<file path="config.mk">
export PLATFORM = sky130hd
export DESIGN_NAME = dma_irq_start_ctrl
export DESIGN_NICKNAME = d
export VERILOG_FILES = /design/src/rtl/dma_ctl_pkg.sv /design/src/rtl/dma_reg_decode.sv /design/src/rtl/dma_chan_regs.sv /design/src/rtl/dma_irq_ctrl.sv /design/src/rtl/dma_irq_start_ctrl.sv
export SDC_FILE = /design/constraint.sdc
export NUM_CORES = 1
export LEC_CHECK = 0
export ABC_AREA = 0
export BUFFER_PORTS_ARGS = -buffer_cell sky130_fd_sc_hd__buf_2
export CAP_MARGIN = 30
export CELL_PAD_IN_SITES_DETAIL_PLACEMENT = 0
export CELL_PAD_IN_SITES_GLOBAL_PLACEMENT = 1
export CORE_MARGIN = 5
export CORE_UTILIZATION = 56
export DETAILED_ROUTE_END_ITERATION = 10
export GPL_TIMING_DRIVEN = 1
export HOLD_SLACK_MARGIN = 0.1
export PLACE_DENSITY_LB_ADDON = 0.1
export REMOVE_ABC_BUFFERS = 1
export SETUP_SLACK_MARGIN = 0.4
export SLEW_MARGIN = 20
export SYNTH_ARGS = -nofsm -noshare
export SYNTH_HDL_FRONTEND = slang
export SYNTH_SLANG_ARGS = --single-unit
</file>
<file path="constraint.sdc">
create_clock -name clk -period 6 [get_ports clk]
set_input_delay 0.6 -clock clk [delete_from_list [all_inputs] [get_ports clk]]
set_output_delay 0.6 -clock clk [all_outputs]
set_load 0.005 [all_outputs]
</file>
<file path="src/rtl/dma_ctl_pkg.sv">
package dma_ctl_pkg;
  localparam int unsigned DATA_W        = 32;
  localparam int unsigned ADDR_W        = 8;
  localparam int unsigned CH_IDX_W      = 3;
  localparam logic [31:0] ICR_WR_MASK   = 32'h00FF_803F;
  localparam int unsigned ICR_BUSERR    = 15;
  localparam int unsigned ICR_EN_LSB    = 16;
  localparam int unsigned ICR_GIE       = 23;
  localparam int unsigned ICR_FLAG_LSB  = 24;
  localparam int unsigned ICR_MASTER    = 31;
  localparam int unsigned CTRL_GO_BIT   = 24;
  localparam logic [3:0]  CH_PAGE_FIRST = 4'h8;
  localparam logic [5:0]  GEN_WORD      = 6'h3C;  // byte offset 0xF0
  localparam logic [5:0]  ICR_WORD      = 6'h3D;  // byte offset 0xF4

  typedef enum logic [1:0] {
    SLOT_BASE  = 2'd0,
    SLOT_COUNT = 2'd1,
    SLOT_CTRL  = 2'd2,
    SLOT_NONE  = 2'd3
  } chan_slot_e;

  typedef struct packed {
    logic                hit_chan;
    logic [CH_IDX_W-1:0] ch;
    chan_slot_e          slot;
    logic                hit_gen;
    logic                hit_icr;
  } reg_sel_t;
endpackage

</file>
<file path="src/rtl/dma_reg_decode.sv">
module dma_reg_decode
  import dma_ctl_pkg::*;
#(
  parameter int unsigned NUM_CH = 7
) (
  input  logic [ADDR_W-1:0] addr,
  output reg_sel_t          sel
);
  localparam logic [4:0] PAGE_END = 5'(CH_PAGE_FIRST) + 5'(NUM_CH);

  logic [3:0] page;
  logic       in_chan;

  assign page    = addr[7:4];
  assign in_chan = (page >= CH_PAGE_FIRST) && ({1'b0, page} < PAGE_END);

  always_comb begin
    sel          = '0;
    sel.slot     = chan_slot_e'(addr[3:2]);
    sel.ch       = CH_IDX_W'(page - CH_PAGE_FIRST);
    sel.hit_chan = in_chan && (addr[3:2] != 2'd3);
    sel.hit_gen  = (addr[7:2] == GEN_WORD);
    sel.hit_icr  = (addr[7:2] == ICR_WORD);
  end
endmodule

</file>
<file path="src/rtl/dma_chan_regs.sv">
module dma_chan_regs
  import dma_ctl_pkg::*;
#(
  parameter int unsigned NUM_CH = 7
) (
  input  logic              clk,
  input  logic              rst,
  input  logic              wr_en,
  input  reg_sel_t          sel,
  input  logic [DATA_W-1:0] wdata,
  input  logic [DATA_W-1:0] gen_q,
  output logic [DATA_W-1:0] rd_word,
  output logic [NUM_CH-1:0] ch_start
);
  logic [DATA_W-1:0] base_q [NUM_CH];
  logic [DATA_W-1:0] cnt_q  [NUM_CH];
  logic [DATA_W-1:0] ctrl_q [NUM_CH];
  logic [NUM_CH-1:0] go_d;

  for (genvar n = 0; n < NUM_CH; n++) begin : g_ch
    localparam int unsigned EN_BIT = 4 * n + 3;
    logic hit;
    assign hit = wr_en && sel.hit_chan && (sel.ch == CH_IDX_W'(n));
    // start qualifies on the enable word as it stands before this edge
    assign go_d[n] = hit && (sel.slot == SLOT_CTRL) &&
                     wdata[CTRL_GO_BIT] && gen_q[EN_BIT];

    always_ff @(posedge clk) begin
      if (rst) begin
        base_q[n] <= '0;
        cnt_q[n]  <= '0;
        ctrl_q[n] <= '0;
      end else if (hit) begin
        case (sel.slot)
          SLOT_BASE:  base_q[n] <= wdata;
          SLOT_COUNT: cnt_q[n]  <= wdata;
          SLOT_CTRL:  ctrl_q[n] <= wdata;
          default:    ;
        endcase
      end
    end
  end

  always_ff @(posedge clk) begin
    if (rst) ch_start <= '0;
    else     ch_start <= go_d;
  end

  always_comb begin
    rd_word = '0;
    for (int n = 0; n < NUM_CH; n++) begin
      if (sel.hit_chan && (sel.ch == CH_IDX_W'(n))) begin
        case (sel.slot)
          SLOT_BASE:  rd_word = base_q[n];
          SLOT_COUNT: rd_word = cnt_q[n];
          SLOT_CTRL:  rd_word = ctrl_q[n];
          default:    rd_word = '0;
        endcase
      end
    end
  end
endmodule

</file>
<file path="src/rtl/dma_irq_ctrl.sv">
module dma_irq_ctrl
  import dma_ctl_pkg::*;
#(
  parameter int unsigned NUM_CH = 7
) (
  input  logic              clk,
  input  logic              rst,
  input  logic              icr_wr,
  input  logic [DATA_W-1:0] wdata,
  input  logic [NUM_CH-1:0] ch_done,
  output logic [DATA_W-1:0] icr_word,
  output logic [NUM_CH-1:0] flag_q,
  output logic [NUM_CH-1:0] chen_q,
  output logic              master_q,
  output logic              irq_pulse
);
  localparam int unsigned LOW_W = 6;

  logic [LOW_W-1:0]  low_q, low_d;
  logic              buserr_q, buserr_d;
  logic              gie_q, gie_d;
  logic [NUM_CH-1:0] chen_d, flag_d, clr_mask, set_mask;
  logic              master_d;

  always_comb begin
    low_d    = low_q;
    buserr_d = buserr_q;
    gie_d    = gie_q;
    chen_d   = chen_q;
    clr_mask = '0;
    if (icr_wr) begin
      low_d    = wdata[LOW_W-1:0];
      buserr_d = wdata[ICR_BUSERR];
      gie_d    = wdata[ICR_GIE];
      chen_d   = wdata[ICR_EN_LSB +: NUM_CH];
      clr_mask = wdata[ICR_FLAG_LSB +: NUM_CH];
    end
    // a new completion beats a simultaneous clear so no event is lost
    set_mask = ch_done & chen_q;
    flag_d   = (flag_q & ~clr_mask) | set_mask;
    master_d = (gie_d && (|flag_d)) || buserr_d;
  end

  always_ff @(posedge clk) begin
    if (rst) begin
      low_q     <= '0;
      buserr_q  <= 1'b0;
      gie_q     <= 1'b0;
      chen_q    <= '0;
      flag_q    <= '0;
      master_q  <= 1'b0;
      irq_pulse <= 1'b0;
    end else begin
      low_q     <= low_d;
      buserr_q  <= buserr_d;
      gie_q     <= gie_d;
      chen_q    <= chen_d;
      flag_q    <= flag_d;
      master_q  <= master_d;
      irq_pulse <= master_d && !master_q;
    end
  end

  always_comb begin
    icr_word                           = '0;
    icr_word[LOW_W-1:0]                = low_q;
    icr_word[ICR_BUSERR]               = buserr_q;
    icr_word[ICR_EN_LSB +: NUM_CH]     = chen_q;
    icr_word[ICR_GIE]                  = gie_q;
    icr_word[ICR_FLAG_LSB +: NUM_CH]   = flag_q;
    icr_word[ICR_MASTER]               = master_q;
  end
endmodule

</file>
<file path="src/rtl/dma_irq_start_ctrl.sv">
module dma_irq_start_ctrl
  import dma_ctl_pkg::*;
#(
  parameter int unsigned NUM_CH = 7
) (
  input  logic              clk,
  input  logic              rst,
  input  logic              wr_en,
  input  logic              rd_en,
  input  logic [7:0]        addr,
  input  logic [31:0]       wdata,
  input  logic [6:0]        ch_done,
  output logic [31:0]       rdata,
  output logic [6:0]        ch_start,
  output logic              irq_pulse
);
  reg_sel_t          sel;
  logic [DATA_W-1:0] gen_q;
  logic [DATA_W-1:0] chan_rd, icr_word, rd_mux;
  logic [NUM_CH-1:0] flag_q, chen_q;
  logic              master_q;
  logic              icr_wr;

  assign icr_wr = wr_en && sel.hit_icr;

  dma_reg_decode #(.NUM_CH(NUM_CH)) u_dec (
    .addr (addr),
    .sel  (sel)
  );

  dma_chan_regs #(.NUM_CH(NUM_CH)) u_chan (
    .clk      (clk),
    .rst      (rst),
    .wr_en    (wr_en),
    .sel      (sel),
    .wdata    (wdata),
    .gen_q    (gen_q),
    .rd_word  (chan_rd),
    .ch_start (ch_start)
  );

  dma_irq_ctrl #(.NUM_CH(NUM_CH)) u_irq (
    .clk       (clk),
    .rst       (rst),
    .icr_wr    (icr_wr),
    .wdata     (wdata),
    .ch_done   (ch_done),
    .icr_word  (icr_word),
    .flag_q    (flag_q),
    .chen_q    (chen_q),
    .master_q  (master_q),
    .irq_pulse (irq_pulse)
  );

  always_ff @(posedge clk) begin
    if (rst)                        gen_q <= '0;
    else if (wr_en && sel.hit_gen)  gen_q <= wdata;
  end

  always_comb begin
    if (sel.hit_chan)     rd_mux = chan_rd;
    else if (sel.hit_gen) rd_mux = gen_q;
    else if (sel.hit_icr) rd_mux = icr_word;
    else                  rd_mux = '0;
  end

  always_ff @(posedge clk) begin
    if (rst)        rdata <= '0;
    else if (rd_en) rdata <= rd_mux;
  end
endmodule

</file>
======== Word level (Yosys, flattened, before mapping) ========
Memories as Yosys holds them, arrays and structs flattened.
Cells that the tools add are included.
cells by class
  $add $sub $neg .......................... 1
  order comparisons ....................... 2
  equality and inequality tests ........... 11
  mux-type cells .......................... 109
  bitwise logic cells ..................... 25
  reductions and logical operators ........ 47
operators with widths
  cell                 number
  $mux 32              31
  $pmux 32 s3          7
  $mux 1               70
  $logic_and 1x1->1    42
  $or 1x1->1           21
  $and 7x7->7          2
  $eq 6x6->1 const B   2
  $eq 3x3->1 const B   3
  $mux 7               1
  $not 7->7            1
  $or 7x7->7           1
  $reduce_or 7->1      1
  $eq 3x2->1 const B   2
  $ge 4x4->1 const B   1
  $lt 4x4->1 const B   1
  $eq 3x1->1 const B   1
  $logic_not 3->1      1
  $sub 3x1->3 const B  1
  $eq 2x1->1 const B   1
  $eq 2x2->1 const B   1
  $logic_not 2->1      1
  $ne 2x2->1 const B   1
  $logic_not 1->1      1
  $logic_or 1x1->1     1
storage, ports and cells
  register bits ........................... 95
  memory bits (writable) .................. 672
  bits of input ports ..................... 51
  output and inout port bits .............. 40
  logic and storage cells ................. 208
  memories ................................ 3
memory list
  memory         depth  bits a word  rd ports  clocked after memory_dff  write ports  RTL line             RTL
  u_chan.base_q  7      32           7         0                         7            dma_chan_regs.sv:15  logic [DATA_W-1:0] base_q [NUM_CH];
  u_chan.cnt_q   7      32           7         0                         7            dma_chan_regs.sv:16  logic [DATA_W-1:0] cnt_q [NUM_CH];
  u_chan.ctrl_q  7      32           7         0                         7            dma_chan_regs.sv:17  logic [DATA_W-1:0] ctrl_q [NUM_CH];

======== Depth between registers and ports, before layout ========
Gate-level depths: netlist of run 1.
  word-level depth ........................ 12
  mapped depth ............................ 11
  gate-level depth less buffers ........... 5

======== Modules after synthesis ========
From an unflattened synthesis of run 1, not the netlist that was laid out.
unflattened totals
  cells, all modules ...................... 2,801
  area total of the unflattened synthesis .. 36,262.3 sq um
by module, submodules not included
  module              times used  cells an instance  area an instance (sq um)  seq. area each (sq um)
  dma_chan_regs       1           2,350              32,140.8                  20,319.5
  dma_irq_start_ctrl  1           329                2,957.8                   1,281.2
  dma_irq_ctrl        1           111                1,081.0                   480.5
  dma_reg_decode      1           11                 82.6                      0.0

======== Worst setup path after synthesis of run 1 ========
OpenSTA, ideal clock, no wires.
  kind .................................... input -> register
  start ................................... input addr[2]
  end ..................................... memory u_chan.cnt_q[3][4] (netlist: u_chan.cnt_q[0][100]), enable pin
  arrival time ............................ 3,497 ps
  data required time ...................... 5,572 ps
  path slack .............................. 2,075 ps
  stages on the path ...................... 9
  cells stage by stage .................... buf_6 and2_1 buf_4 or3_1 buf_2 buf_6 buf_4 buf_2 o21bai_1
RTL lines
  element             RTL line                  RTL
  start: declaration  dma_irq_start_ctrl.sv:10  input logic [7:0] addr,
  end: declaration    dma_chan_regs.sv:16

==> results of run 1 <==
## worst max-delay path by stage
stage	start	endpoint	slack, ns	cells past startpoint
2_1_floorplan	addr[2]	u_chan.ctrl_q[1][0]$_SDFFCE_PN0P_	-7.56	4
3_3_place_gp	addr[3]	u_chan.cnt_q[1][75]$_SDFFCE_PN0P_	1.66	6
3_5_place_dp	addr[3]	u_chan.cnt_q[1][74]$_SDFFCE_PN0P_	1.58	6
4_1_cts	addr[3]	u_chan.cnt_q[1][74]$_SDFFCE_PN0P_	2.23	6
5_1_grt	addr[3]	u_chan.cnt_q[1][74]$_SDFFCE_PN0P_	2.07	6
6_report	addr[3]	u_chan.cnt_q[1][74]$_SDFFCE_PN0P_	2.21	6
## metal layers
layer,vias up,routed length [um],share of wire (%),track usage (%)
li1,10500,-,-,-
met1,11800,41000,41,39.7
met2,948,48400,48,47.7
met3,218,6900,6.8,4.14
met4,6,4610,4.6,12.6
met5,-,47,0.047,0
## per-stage QoR
step | util, % | hold WS [ns] | total power [mW] | cell area [um2] | instances
2_1_floorplan | - | 0.390 | 6.65 | 34000 | 2587
3_3_place_gp | 57.8 | 0.419 | 7.06 | 36300 | 3594
3_5_place_dp | 58.2 | 0.407 | 7.10 | 36600 | 3605
4_1_cts | 62.2 | 0.206 | 11.9 | 39100 | 3756
5_1_grt | 62.3 | 0.223 | 12.2 | 39200 | 3759
6_report | 62.3 | 0.230 | 11.8 | 39200 | 3761
## final cells by class
cell class / count / area share [%]
Clock buffer: 104 / 5.69
Antenna cell: 2 / 0.0128
Tap cell: 846 / 2.70
Clock inverter: 47 / 0.770
Inverter: 15 / 0.150
Sequential cell: 767 / 56.4
Timing Repair Buffer: 175 / 3.42
Multi-Input combinational cell: 1805 / 30.9
## cells in the final DEF, fill, tap and decap left out, drive strengths merged, types with 7 or more instances in the layout
cell type,count
o2bb2ai,40
mux2i,89
a22oi,68
and2,562
inv,16
a221oi,65
nor3,143
o22ai,27
a31oi,9
nand3,41
a21oi,104
a311o,11
and3,7
nor4,19
clkinv,43
a221o,9
clkbuf,104
nand2,216
o211ai,13
buf,175
nor2,75
mux2,135
o21ai,51
edfxtp,672
o21bai,15
a21o,8
a211o,16
dfxtp,95
## critical path, stage by stage
cell	delay, ns
buf_4	0.30
buf_4	0.37
nor2b_1	0.73
nand2_1	0.69
o21bai_4	0.98
buf_4	0.37
## registers in the layout (all words and copies together) (netlist names)
| signal | cells |
|---|---|
| u_chan.base_q | 224 |
| u_chan.cnt_q | 224 |
| u_chan.ctrl_q | 224 |
| gen_q | 32 |
| rdata | 32 |
| u_chan.ch_start | 7 |
| u_irq.chen_q | 7 |
| u_irq.flag_q | 7 |
| u_irq.low_q | 6 |
| u_irq.buserr_q | 1 |
| u_irq.gie_q | 1 |
| u_irq.irq_pulse | 1 |
| u_irq.master_q | 1 |
## power by group through the flow
stage	registers, mW	clock network (mW)	logic [mW]
global placement	6.22	0	0.833
finish	6.13	4.84	0.867
global route	6.15	5.11	0.922
CTS	6.13	4.88	0.862
detailed placement	6.24	0	0.860
floorplan	6.22	0	0.432
## logic make-up (layout without fill, tap and decap cells)
logic type | after synthesis | count (layout) | synth area share [%]
AOI/OAI and AO/OA | 486 | 486 | 9.90
buffers and inverters | 305 | 341 | 3.85
DFF | 767 | 767 | 62.5
muxes | 225 | 225 | 6.89
other | 0 | 2 | 0
and+or+nand+nor | 1094 | 1094 | 16.9
==> flow_metrics.py, run 1 <==
metrics = {
    "run_status": {
        "status": "finished, final reports clean",
    },
    "layout": {
        "drive_above_1_share_pct": 16.4,
        "multiInputGateArea_um2": 12100,
        "seq_area_um2": 22100,
        "fillerInstances": 4961,
        "nNetsFinal": 2897,
        "syn_to_final_growth_pct": 10.8,
    },
    "synthesis": {
        "async_flop_share_pct": 0,
        "yosysWarnings": 0,
        "synth.most_common_cell": "edfxtp_1",
        "synth.area.top_cells": "edfxtp_1 (57%), and2_1 (9.9%), dfxtp_1 (5.4%)",
        "ys.flop_type": "edfxtp_1",
        "synth_area_um2": 35300,
        "synth_edf_count": 672,
        "synth_cell_types": 68,
        "yosysTopAreaCell": "edfxtp_1",
        "avgSynthCellArea_um2": 12.3,
        "seq_area_frac_synth_pct": 62.5,
        "syn_inst": 2877,
        "synth_top_area_share_pct": 57.1,
        "ys_ff_latch": 767,
        "synth_common_cells": "edfxtp_1 (672), and2_1 (562), nand2_1 (216), clkbuf_1 (183), nor3_1 (142)",
    },
    "routing": {
        "first_pass_iters": 5,
        "route.detailed.drc": 0,
        "routedWlPerCell_um": 26.8,
        "vias": 23400,
        "postRouteWirelength_um": 101000,
        "drtIter0Drc": 2644,
        "postRouteAntennaNets": 0,
        "via_per_inst": 6.23,
    },
    "pwr": {
        "power.internal_mw": 9.08,
        "pwr-share-seq_pct": 51.8,
        "leakagePower_nw": 13.6,
        "clkPwrFrac_pct": 40.9,
        "switching_share_pct": 23.3,
        "comb_power_share_pct": 7.3,
        "irDropWorstVdd_v": 0.000231,
        "p_sw_mw": 2.75,
        "p_per_area_nw_per_um2": 302,
    },
    "setup_path": {
        "required_ns": 6.31,
        "start_kind": "primary input",
        "reg2reg_slack_ns": 3.80,
        "crit_type": "primary input to register",
        "critPathArrivalTime_ns": 4.11,
        "cp-end-kind": "register",
        "critPathMaxFanout": 55,
        "r2r-start": "u_chan.base_q[0][30]$_SDFFCE_PN0P_",
        "reg2reg_to": "rdata[30]$_SDFFE_PP0P_",
        "reg2regPathDepth": 5,
    },
    "clock_network": {
        "cts_buffer_depth": 3,
        "cts_max_level": 3,
        "hold_buffers": 0,
        "clkLatencyLatePin_ns": 0.63,
        "cts_tree": "yes",
        "root_buffer": "clkbuf_16",
        "cts_resized": 0,
        "cts_setup_buffers": 0,
        "clk_pin_slew_ns": 0.06,
        "cts_buffers": 82,
        "clock_sinks": 767,
    },
    "timing": {
        "maxSlewHeadroom_pct": 28.5,
        "slew_viol_final": 0,
        "layout_min_cycle_time_ns": 3.79,
        "setup_slack_ns": 2.21,
        "finalHoldViolCount": 0,
        "clock-skew-final_ns": 0.0260,
        "rsz0062_at_grt": "false",
        "setup_viol_count_final": 0,
        "tns_ns": 0,
        "fmax_mhz": 264,
        "worstMarginPinSlew_ns": 1.06,
        "period_share_pct": 63.2,
    },
    "placed_design": {
        "dp_hpwl_um": 62200,
        "port_buffers": 88,
        "place_ws_ns": 1.58,
        "gp_congestion": 0.860,
    },
    "floorplan": {
        "die_h_um": 261,
        "initial_core_util_pct": 56.2,
        "dieArea_um2": 68200,
        "die_w_um": 261,
        "core_um2": 62900,
        "ios": 91,
        "num_rows": 92,
    },
    "hold_path": {
        "hold_start": "wdata[28]",
        "hold_class": "primary input to register",
        "hold_end": "gen_q[28]$_SDFFE_PP0P_",
        "whs_path_depth": 3,
    },
    "global_route": {
        "grt_start_max_net_pins": 78,
        "antenna_found_initial": 5,
        "grt_pass1_vias": 23500,
        "grt_use_total_pct": 29.3,
        "grt-ovfl-total": 0,
        "grt_pass1_wl_um": 150000,
    },
    "flow_run": {
        "maxCapViolations": 0,
    },
}
(Power assumes the default switching activity.)
==> run 2, diff against run 1 <==
- CORE_UTILIZATION: 56 -> 47
- clock period: 6 -> 3.25 ns (I/O delays scaled with it)
==> flow_metrics.py, run 2 (synthesized netlist as in run 1, its figures left out) <==
metrics = {
    "timing": {
        "maxSlewHeadroom_pct": 43.9,
        "setup_viol_count_final": 0,
        "clock-skew-final_ns": 0.0221,
        "layout_min_cycle_time_ns": 2.51,
        "rsz0062_at_grt": "false",
        "period_share_pct": 77.1,
        "setup_slack_ns": 0.743,
        "finalHoldViolCount": 0,
        "worstMarginPinSlew_ns": 0.840,
        "slew_viol_final": 0,
        "fmax_mhz": 399,
        "tns_ns": 0,
    },
    "routing": {
        "first_pass_iters": 6,
        "vias": 23900,
        "via_per_inst": 5.97,
        "routedWlPerCell_um": 27.2,
        "drtIter0Drc": 2364,
        "route.detailed.drc": 0,
        "postRouteWirelength_um": 109000,
        "postRouteAntennaNets": 0,
    },
    "clock_network": {
        "cts_resized": 0,
        "cts_buffer_depth": 3,
        "clkLatencyLatePin_ns": 0.63,
        "cts_max_level": 3,
        "clk_pin_slew_ns": 0.06,
        "cts_buffers": 85,
        "cts_tree": "yes",
        "clock_sinks": 767,
        "root_buffer": "clkbuf_16",
    },
    "layout": {
        "syn_to_final_growth_pct": 15.0,
        "layout.cells.most_common": "edfxtp_1",
        "layout_common_cells": "edfxtp_1 (672), and2_1 (562), nand2_1 (213)",
        "final_core_util_pct": 54.5,
        "nNetsFinal": 3017,
        "drive_above_1_share_pct": 18.8,
        "reg_top3": "u_chan.base_q: 224 flops, u_chan.cnt_q: 224 flops, u_chan.ctrl_q: 224 flops",
    },
    "global_route": {
        "antenna_found_initial": 4,
        "grt_use_total_pct": 26.4,
        "grt_start_max_net_pins": 82,
        "grt_pass1_wl_um": 161000,
        "grt_pass1_vias": 24400,
        "grt-ovfl-total": 0,
    },
    "placed_design": {
        "dp_hpwl_um": 69200,
        "port_buffers": 88,
        "place_ws_ns": 0.437,
        "gp_congestion": 0.829,
    },
    "pwr": {
        "irDropWorstVdd_v": 0.000433,
        "leakagePower_nw": 14.3,
        "p_per_area_nw_per_um2": 555,
    },
    "setup_path": {
        "critPathArrivalTime_ns": 3.03,
        "crit_slowest_cell": "dlygate4sd3_1",
        "path_cells": "buf_8, buf_12, nor2b_2, buf_4, nand3_1, buf_4, nand2_1, a21oi_1, dlygate4sd3_1",
        "cp-end-kind": "register",
        "max_stage_delay_ns": 0.56,
        "crit_type": "primary input to register",
        "critPathMaxFanout": 31,
        "required_ns": 3.77,
        "start_kind": "primary input",
        "path_common_cell": "buf_4",
    },
    "hold_path": {
        "hold_class": "primary input to register",
    },
    "floorplan": {
        "die_w_um": 284,
        "num_rows": 100,
        "die_h_um": 284,
        "initial_core_util_pct": 47.4,
        "ios": 91,
        "dieArea_um2": 80800,
        "core_um2": 74600,
    },
    "run_status": {
        "status": "finished, final reports clean",
    },
    "flow_run": {
        "maxCapViolations": 0,
    },
}
-- run 2: cell types whose count changed in the layout (fill, tap and decap cells not counted), sizes merged --
| cell | delta |
|---|---|
| buf | +96 |
| dlygate4sd3 | +21 |
| clkbuf | +20 |
| clkinv | -20 |
| bufinv | +3 |
| clkinvlp | +2 |
| diode | -1 |
| inv | +1 |
-- run 2: cell type report --
class / count / area (um2)
fill: 6319 / 33900
sequential: 767 / 22100
multi-input combinational: 1805 / 12100
timing repair buffer: 292 / 2470
clock buffer: 124 / 2390
tap: 969 / 1210
clock inverter: 33 / 327
inverter: 15 / 58.8
antenna: 1 / 2.50
-- run 2: worst paths after layout --
path,start,to,slack (ns),cells after the start
max,addr[2],u_irq.flag_q[5]$_SDFF_PP0_,0.74,9
min,wdata[23],u_irq.gie_q$_SDFF_PP0_,0.13,3
max reg2reg,u_chan.cnt_q[0][112]$_SDFFCE_PN0P_,rdata[16]$_SDFFE_PP0P_,1.21,6
min reg2reg,gen_q[0]$_SDFFE_PP0P_,gen_q[0]$_SDFFE_PP0P_,0.46,2
-- run 2: worst max-delay path: cells and delay by family --
family	cells	cell delay, ns
compound gates	1	0.06
buf+inv	5	1.77
simple gates	3	0.79
-- run 2: timing repair --
item / in CTS / in global routing
buffers inserted: 0 / 0
hold buffers: 21 / 0
hold endpoints to repair: 16 / 0
-- run 2: layer usage --
| metal | routed length (um) | share of wire [%] | GRT usage [%] | vias up |
|---|---|---|---|---|
| met5 | 0 | 0 | 0 | - |
| met4 | 4860 | 4.5 | 10.9 | 0 |
| met3 | 6320 | 5.8 | 3.81 | 242 |
| met2 | 53500 | 49 | 44.8 | 875 |
| met1 | 44200 | 41 | 34.4 | 12000 |
| li1 | - | - | - | 10800 |
-- run 2: power by group --
part | total, mW | internal [mW] | leakage [nW] | switching (mW)
Clock | 9.50 | 5.57 | 1.31 | 3.93
Combinational | 1.74 | 0.600 | 5.78 | 1.14
Sequential | 11.3 | 11.2 | 7.16 | 0.145
Total | 22.6 | 17.3 | 14.3 | 5.22
-- run 2: per-stage QoR --
stage	total power [mW]	instance area (um2)	instances	hold WS, ns
6_report	22.6	40600	4006	0.127
5_1_grt	23.2	40600	4005	0.138
4_1_cts	22.7	40600	4005	0.109
3_5_place_dp	13.2	37700	3827	0.448
3_3_place_gp	13.2	37700	3825	0.442
2_1_floorplan	12.3	34000	2587	0.390
==> run 3, diff against run 2 <==
- clock period: 3.25 -> 2 ns (I/O delays scaled with it)
==> flow_metrics.py, run 3 (synthesized netlist as in run 1, its figures left out) <==
metrics = {
    "setup_path": {
        "cp-end-kind": "register",
        "critPathMaxFanout": 1,
        "max_stage_delay_ns": 0.54,
        "cpLargestDelayFamily": "compound AO/OA/AOI/OAI gates",
        "critPathArrivalTime_ns": 2.36,
        "cp_num_buf_inv": 0,
        "crit_type": "register to register",
        "start_kind": "register",
        "path_cells": "mux2_2, a22oi_2, o22ai_2, or4b_4, a32o_1",
        "required_ns": 2.52,
        "crit_slowest_cell": "or4b_4",
    },
    "clock_network": {
        "cts_max_level": 3,
        "cts_buffer_depth": 3,
        "cts_buffers": 84,
        "clk_pin_slew_ns": 0.06,
        "root_buffer": "clkbuf_16",
        "clkLatencyLatePin_ns": 0.64,
        "clock_sinks": 767,
        "cts_tree": "yes",
    },
    "routing": {
        "postRouteWirelength_um": 113000,
        "first_pass_iters": 5,
        "postRouteAntennaNets": 0,
        "via_per_inst": 5.90,
        "vias": 24900,
        "route.detailed.drc": 0,
        "drtIter0Drc": 2495,
        "routedWlPerCell_um": 26.9,
    },
    "floorplan": {
        "dieArea_um2": 80800,
        "die_w_um": 284,
        "core_um2": 74600,
        "ios": 91,
        "initial_core_util_pct": 47.4,
        "die_h_um": 284,
        "num_rows": 100,
    },
    "global_route": {
        "antenna_found_initial": 2,
        "grt_pass1_wl_um": 166000,
        "grt_start_max_net_pins": 99,
        "grt-ovfl-total": 0,
        "grt_pass1_vias": 25000,
        "grt_use_total_pct": 27.3,
    },
    "flow_run": {
        "maxCapViolations": 0,
    },
    "timing": {
        "fmax_mhz": 541,
        "slew_viol_final": 0,
        "clock-skew-final_ns": 0.0187,
        "rsz0062_at_grt": "true",
        "setup_viol_count_final": 0,
        "maxSlewHeadroom_pct": 54.9,
        "period_share_pct": 92.4,
        "worstMarginPinSlew_ns": 0.674,
        "finalHoldViolCount": 0,
        "layout_min_cycle_time_ns": 1.85,
    },
    "placed_design": {
        "placed_cells": 4000,
        "dp_hpwl_um": 75100,
        "gp_congestion": 0.848,
        "port_buffers": 88,
        "placed_cell_area_um2": 39600,
    },
    "layout": {
        "layout_common_cells": "edfxtp_1 (672), and2_1 (561), buf_4 (288)",
        "nNetsFinal": 3224,
        "layout.cells.most_common": "edfxtp_1",
        "stdcell_count": 4214,
        "reg_top3": "u_chan.base_q: 224 flops, u_chan.cnt_q: 224 flops, u_chan.ctrl_q: 224 flops",
        "design_area_um2": 43400,
        "syn_to_final_growth_pct": 22.8,
        "final_core_util_pct": 58.2,
        "drive_above_1_share_pct": 26.4,
    },
    "pwr": {
        "p_per_area_nw_per_um2": 844,
        "p_total_mw": 36.6,
        "irDropWorstVdd_v": 0.000720,
        "leakagePower_nw": 15.6,
    },
    "hold_path": {
        "hold_class": "primary input to register",
    },
    "run_status": {
        "status": "finished, final reports clean",
    },
}
run 3: cell count changes in the layout (fill, tap and decap cells not counted), sizes merged:
| cell | before | now |
|---|---|---|
| buf | 271 | 455 |
| clkinv | 23 | 44 |
| dlygate4sd3 | 21 | 42 |
| clkbuf | 124 | 111 |
| bufinv | 6 | 3 |
| clkinvlp | 2 | 0 |
run 3: worst register-to-register path, stage by stage (launching register included):
cell and delay, ns:
edfxtp_1 0.36, mux2_2 0.28, a22oi_2 0.22, o22ai_2 0.12
or4b_4 0.54, a32o_1 0.24
run 3: routing by layer:
layer,vias to the layer above,wire (um),global-route usage (%)
met1,12500,47100,37.0
li1,11200,-,-
met4,0,4220,10.2
met5,-,0,0
met3,210,6760,3.82
met2,942,55300,45.2
run 3: through the flow:
stage / worst slack [ns] / hold slack, ns / setup TNS, ns
final: 0.153 / 0.179 / 0
after CTS: 0.154 / 0.148 / 0
after global placement: -0.789 / 0.441 / -152.03
after floorplan: -11.16 / 0.265 / -5528.25
after global routing: 0.136 / 0.163 / 0
after detailed placement: -0.735 / 0.436 / -182.92
run 3: report_power, final:
part	internal, mW	total (mW)	leakage [nW]	switching [mW]
Combinational	1.35	3.39	7.18	2.04
Sequential	18.1	18.4	7.16	0.261
Clock	8.40	14.8	1.29	6.43
Total	27.9	36.6	15.6	8.73
run 3: cell type report:
cell class	instances	area, um2
Antenna cell	1	2.50
Clock buffer	108	2260
Clock inverter	49	339
Fill cell	6040	31200
Inverter	15	61.3
Multi-Input combinational cell	1805	12700
Sequential cell	767	22100
Tap cell	969	1210
Timing Repair Buffer	500	4720
run 3: timing repair:
action | 4_1_cts | 5_1_grt
setup buffers | 2 | 9
pin swaps | 29 | 30
setup endpoints to repair | 33 | 219
gates resized for setup | 70 | 50
hold buffers | 42 | 0
gates cloned | 0 | 3
endpoints found under the hold margin | 53 | 0
run 3: final timing paths:
kind,start,end,slack (ns),cells past startpoint
worst min-delay path,wr_en,u_irq.gie_q$_SDFF_PP0_,0.18,4
worst min register to register,u_irq.master_q$_SDFF_PP0_,u_irq.irq_pulse$_SDFF_PP0_,0.45,1
worst max-delay path,u_chan.base_q[0][58]$_SDFFCE_PN0P_,rdata[26]$_SDFFE_PP0P_,0.15,5
worst max register to register,u_chan.base_q[0][58]$_SDFFCE_PN0P_,rdata[26]$_SDFFE_PP0P_,0.15,5
